File: src/rtl/irq_prio_pkg.sv
package irq_prio_pkg;

    localparam int REG_W     = 16;
    localparam int ADDR_W    = 2;
    localparam int GMODE_BIT = 9;
    localparam int NMI_BIT   = 8;

    typedef enum logic [ADDR_W-1:0] {
        RA_MASK   = 2'd0,
        RA_FLAGS  = 2'd1,
        RA_STATUS = 2'd2
    } reg_addr_e;

endpackage

File: src/rtl/irq_edge_sync.sv
module irq_edge_sync #(
    parameter int W      = 4,
    parameter int STAGES = 2
) (
    input  logic         clk,
    input  logic         rst_n,
    input  logic [W-1:0] line_n_i,
    output logic [W-1:0] fall_o
);

    for (genvar g = 0; g < W; g++) begin : g_line
        logic [STAGES-1:0] sync_d, sync_q;
        logic              prev_d, prev_q;

        always_comb begin
            sync_d = {sync_q[STAGES-2:0], line_n_i[g]};
            prev_d = sync_q[STAGES-1];
        end

        always_ff @(posedge clk or negedge rst_n) begin
            if (!rst_n) begin
                sync_q <= '1;
                prev_q <= 1'b1;
            end else begin
                sync_q <= sync_d;
                prev_q <= prev_d;
            end
        end

        assign fall_o[g] = prev_q & ~sync_q[STAGES-1];
    end

endmodule

File: src/rtl/irq_prio_pick.sv
module irq_prio_pick #(
    parameter int N     = 4,
    parameter int IDX_W = (N > 1) ? $clog2(N) : 1
) (
    input  logic [N-1:0]     req_i,
    output logic             valid_o,
    output logic [IDX_W-1:0] idx_o
);

    always_comb begin
        valid_o = |req_i;
        idx_o   = '0;
        for (int i = N - 1; i >= 0; i--) begin
            if (req_i[i]) idx_o = IDX_W'(i);
        end
    end

endmodule

File: src/rtl/irq_prio_ctrl.sv
module irq_prio_ctrl
    import irq_prio_pkg::*;
#(
    parameter int              N_IRQ      = 4,
    parameter int              SYNC_STG   = 2,
    parameter int              VEC_W      = 16,
    parameter logic [VEC_W-1:0] VEC_BASE  = 16'h0002,
    parameter logic [VEC_W-1:0] VEC_STRIDE = 16'h0002,
    parameter logic [VEC_W-1:0] NMI_VEC   = 16'h0024
) (
    input  logic              clk,
    input  logic              rst_n,
    input  logic [N_IRQ-1:0]  irq_n_i,
    input  logic              nmi_n_i,
    input  logic              reg_wr_i,
    input  logic [1:0]        reg_addr_i,
    input  logic [15:0]       reg_wdata_i,
    output logic [15:0]       reg_rdata_o,
    output logic              irq_req_o,
    input  logic              irq_take_i,
    output logic [VEC_W-1:0]  vec_o,
    output logic              ack_o
);

    localparam int IDX_W = (N_IRQ > 1) ? $clog2(N_IRQ) : 1;

    typedef struct packed {
        logic [N_IRQ-1:0] mask;
        logic [N_IRQ-1:0] flag;
        logic             nmi;
        logic             gmode;
        logic             ack;
        logic [VEC_W-1:0] vec;
    } state_t;

    state_t st_d, st_q;

    logic [N_IRQ:0]   fall_all;
    logic [N_IRQ-1:0] fall_m;
    logic             fall_nmi;
    logic [N_IRQ-1:0] enabled;
    logic             pick_vld;
    logic [IDX_W-1:0] pick_idx;
    logic             take_ok;
    logic             take_nmi;
    logic [N_IRQ-1:0] take_clr;
    logic [N_IRQ-1:0] sw_clr;
    logic [VEC_W-1:0] sel_vec;
    logic             wr_mask, wr_flags, wr_status;

    irq_edge_sync #(.W(N_IRQ + 1), .STAGES(SYNC_STG)) u_sync (
        .clk      (clk),
        .rst_n    (rst_n),
        .line_n_i ({nmi_n_i, irq_n_i}),
        .fall_o   (fall_all)
    );

    assign fall_m   = fall_all[N_IRQ-1:0];
    assign fall_nmi = fall_all[N_IRQ];
    assign enabled  = st_q.flag & st_q.mask;

    irq_prio_pick #(.N(N_IRQ), .IDX_W(IDX_W)) u_pick (
        .req_i   (enabled),
        .valid_o (pick_vld),
        .idx_o   (pick_idx)
    );

    always_comb begin
        wr_mask   = reg_wr_i && (reg_addr_i == RA_MASK);
        wr_flags  = reg_wr_i && (reg_addr_i == RA_FLAGS);
        wr_status = reg_wr_i && (reg_addr_i == RA_STATUS);

        irq_req_o = st_q.nmi | (~st_q.gmode & pick_vld);
        take_ok   = irq_take_i & irq_req_o;
        take_nmi  = take_ok & st_q.nmi;

        take_clr = '0;
        if (take_ok && !st_q.nmi) take_clr[pick_idx] = 1'b1;
        sw_clr = wr_flags ? reg_wdata_i[N_IRQ-1:0] : '0;

        sel_vec = st_q.nmi ? NMI_VEC
                           : VEC_BASE + VEC_W'(pick_idx) * VEC_STRIDE;

        st_d      = st_q;
        st_d.ack  = take_ok;
        if (wr_mask) st_d.mask = reg_wdata_i[N_IRQ-1:0];
        st_d.flag = (st_q.flag & ~sw_clr & ~take_clr) | fall_m;
        st_d.nmi  = (st_q.nmi & ~take_nmi) | fall_nmi;
        if (wr_status) st_d.gmode = reg_wdata_i[GMODE_BIT];
        if (take_ok) begin
            st_d.gmode = 1'b1;
            st_d.vec   = sel_vec;
        end
    end

    always_ff @(posedge clk or negedge rst_n) begin
        if (!rst_n) begin
            st_q       <= '0;
            st_q.gmode <= 1'b1;
        end else begin
            st_q <= st_d;
        end
    end

    always_comb begin
        reg_rdata_o = '0;
        unique case (reg_addr_i)
            RA_MASK:   reg_rdata_o[N_IRQ-1:0] = st_q.mask;
            RA_FLAGS: begin
                reg_rdata_o[N_IRQ-1:0] = st_q.flag;
                reg_rdata_o[NMI_BIT]   = st_q.nmi;
            end
            RA_STATUS: reg_rdata_o[GMODE_BIT] = st_q.gmode;
            default:   reg_rdata_o = '0;
        endcase
    end

    assign vec_o = st_q.vec;
    assign ack_o = st_q.ack;

endmodule

File: config.mk
export PLATFORM = sky130hd
export DESIGN_NAME = irq_prio_ctrl
export DESIGN_NICKNAME = d
export VERILOG_FILES = /design/src/rtl/irq_prio_pkg.sv /design/src/rtl/irq_edge_sync.sv /design/src/rtl/irq_prio_pick.sv /design/src/rtl/irq_prio_ctrl.sv
export SDC_FILE = /design/constraint.sdc
export NUM_CORES = 1
export LEC_CHECK = 0
export ABC_CLOCK_PERIOD_IN_PS = 2100
export BUFFER_PORTS_ARGS = -buffer_cell sky130_fd_sc_hd__buf_2
export CAP_MARGIN = 10
export CORE_ASPECT_RATIO = 0.5
export CORE_UTILIZATION = 47
export DETAILED_ROUTE_END_ITERATION = 8
export GPL_ROUTABILITY_DRIVEN = 0
export PLACE_DENSITY = 0.78
export SYNTH_ARGS = -nofsm -noshare
export SYNTH_HDL_FRONTEND = slang
export SYNTH_SLANG_ARGS = --single-unit
File: constraint.sdc
create_clock -name clk -period 2.1 [get_ports clk]
set_input_delay 0.42 -clock clk [delete_from_list [all_inputs] [get_ports clk]]
set_output_delay 0.42 -clock clk [all_outputs]
set_load 0.02 [all_outputs]
==> results.json <==
{
  "outcome": "finished, final reports clean",
  "ys.flop_type": "dfstp_2",
  "power_frac_comb_pct": 23.4,
  "worstPathRequired_ns": 1.68,
  "n_antenna_cell": 0,
  "antenna_left": 0,
  "reg2reg_setup_slack_ns": 0.38,
  "cap_violations": 0,
  "cts_setup_buffers": 0,
  "ctsResizeCount": 0,
  "num-nets-final": 187,
  "switchingPower_w": 0.000506,
  "seq_power_share_pct": 44.7,
  "critPathCaptureType": "output pin",
  "initial_utilization_pct": 49.6,
  "fp.dieW_um": 81.7,
  "clock_latency_ns": 0.28,
  "ios": 61,
  "instances_no_fill": 197,
  "core_area_mm2": 0.00301,
  "p_int_w": 0.00115,
  "numCtsBuffers": 5,
  "synth-edff-count": 0,
  "hpwlAfterDp_um": 1690,
  "dp_cells": 189,
  "grt.overflow.total": 0,
  "grt_max_degree": 31,
  "r2r_end": "vec_o[2]",
  "drtPass1Iterations": 4,
  "drt_iter0_markers": 49,
  "slew_viol_final": 0,
  "die_y_um": 41.9,
  "fin_crit_ns": 1.95,
  "rr_startpoint": "st_q[25]",
  "fillers": 248,
  "finalSetupTns_ns": 0,
  "timing.hold.ws_ns": 0.151,
  "htree_num_levels": 2,
  "clock-sinks": 30,
  "num_rows": 14,
  "cts_tree": "built",
  "postCtsHoldBufs": 0,
  "rsz0062_at_grt": "false",
  "portBuffers": 27,
  "yosys.cell_types.count": 32,
  "yosysWarnings": 0,
  "hp-class": "primary input to asynchronous set/reset pin",
  "switching_share_pct": 30.5,
  "tightest_slew_ns": 0.618,
  "critPathKind": "flip-flop to output pin",
  "drcViolationCount": 0,
  "worst_clock_skew_ns": 0.00742,
  "routedWlPerCell_um": 11.3,
  "vdd_drop_max_uv": 480,
  "viasPerCell": 4.56,
  "start_kind": "flip-flop",
  "yosysSeqAreaShare_pct": 51.6,
  "setup_viol": 0,
  "grt_pass1_wl_um": 3720,
  "fmax_mhz": 513,
  "grt_pass1_vias": 829,
  "synth_area_per_cell_um2": 11.6,
  "antenna_found_initial": 0,
  "vias": 898,
  "cp_max_fo": 9,
  "relSlewSlack_pct": 58.8,
  "clk_pin_slew_ns": 0.06,
  "power_density_mw_per_mm2": 996,
  "finalHoldViolCount": 0,
  "crit_arrival_ns": 1.53,
  "r2r_cells": 7,
  "syn_inst": 129,
  "p_leak_nw": 0.845,
  "drt-total-wl_um": 2230,
  "pwr-share-clk_pct": 31.9,
  "root_buffer": "clkbuf_8",
  "cts_buffer_depth": 2,
  "synth_area_mm2": 0.00149,
  "grtUsageTotal_pct": 15.3,
  "final_util_pct": 55.2,
  "finalCritPeriodShare_pct": 92.8,
  "synth_seq_cells": 30,
  "async_flop_share_pct": 100,
  "die-area_mm2": 0.00342,
  "area_delta_synth_final_pct": 11.4,
  "drive_above_1_share_pct": 41.4
}
==> final cells by class <==
class                           count  area (um^2)  share of cell area [%]
Clock buffer                        8          110                    6.62
Timing Repair Buffer               27          135                    8.12
Sequential cell                    30          771                    46.3
Tap cell                           40         50.0                    3.01
Multi-Input combinational cell     79          549                    33.0
Inverter                           13         48.8                    2.93
==> synth_stat cells, types with 2 or more instances <==
master    count  area share (%)
dfrtp_1      14              23
mux2_2        4             3.0
inv_1        13             3.3
dfstp_2      16              28
a22oi_4       2             2.8
nor3b_1       2             1.0
a21oi_1       2            0.67
nand2_1       3            0.75
o22ai_1       6             2.5
and3_2        3             1.5
mux2i_1       5             3.4
buf_4        26              13
nor2_1        6             1.5
ha_1          4             3.4
nand3b_1      2             1.0
o21ai_0       5             1.7
==> logic make-up (layout without fill, tap and decap cells) <==
logic type,after synthesis,after routing,share of synthesized area [%]
AO/OA/AOI/OAI,22,22,12.6
adder cells (fa/ha/maj),4,4,3.35
buffers and inverters,41,48,16.9
flip-flops,30,30,51.6
multiplexers,9,9,6.37
other,1,22,0.251
AND/OR/NAND/NOR,22,22,8.96
==> worst max-delay path: stages, from the launching register on <==
cell and delay (ns):
dfrtp_1 0.43, a22oi_4 0.26, a21oi_4 0.12, or2_2 0.28
buf_2 0.16
==> layout by cell type, fill, tap and decap left out <==
cell	n
buf_2	27
conb_1	22
dfstp_2	16
dfrtp_1	14
inv_1	13
clkbuf_8	8
nor2_1	6
o22ai_1	6
o21ai_0	5
mux2i_1	5
mux2_2	4
ha_1	4
nand2_1	3
and3_2	3
a21oi_1	2
a22oi_4	2
nand3b_1	2
nor3b_1	2
a32oi_1	1
or2b_1	1
a21oi_4	1
o21a_1	1
and3_1	1
or2_2	1
and3b_1	1
a211o_2	1
a2bb2oi_1	1
o31ai_2	1
nor3b_2	1
nand2b_1	1
a211o_1	1
==> power by group through the flow <==
stage                     combinational (W)  clock [W]  sequential (W)
final                              0.000387   0.000529        0.000742
after global routing               0.000427   0.000574        0.000754
after detailed placement           0.000389          0        0.000750
after CTS                          0.000392   0.000544        0.000742
after global placement             0.000383          0        0.000746
after floorplan                    0.000362          0        0.000739
==> sequential cells by signal, summed over array words and instances (netlist names) <==
signal	count
u_sync.g_line.sync_q	10
vec_o	4
u_sync.g_line.prev_q	5
ack_o	1
st_q	10
==> metal layers <==
metal / global-route usage [%] / routed length (um)
met2: 22.8 / 991
met1: 19.7 / 1050
met5: 0 / 0
met4: 8.42 / 44
met3: 4.84 / 144
==> worst max path at each step <==
stage                        startpoint             end  slack, ns  cells after the start
after floorplan           reg_addr_i[0]  reg_rdata_o[8]       0.53                      2
after global placement         st_q[25]        vec_o[2]       0.41                      7
after detailed placement       st_q[25]        vec_o[2]       0.38                      7
after CTS                      st_q[20]       irq_req_o       0.14                      4
after global routing           st_q[20]       irq_req_o       0.08                      4
final                          st_q[20]       irq_req_o       0.15                      4
==> through the flow <==
step	power, W	instance area (um^2)	setup slack [ns]
after global routing	0.00176	1660	0.0825
after detailed placement	0.00114	1550	0.382
after CTS	0.00168	1660	0.138
final	0.00166	1660	0.151
after global placement	0.00113	1550	0.414
after floorplan	0.00110	1570	0.525
Power figures use the tool's default switching activity.
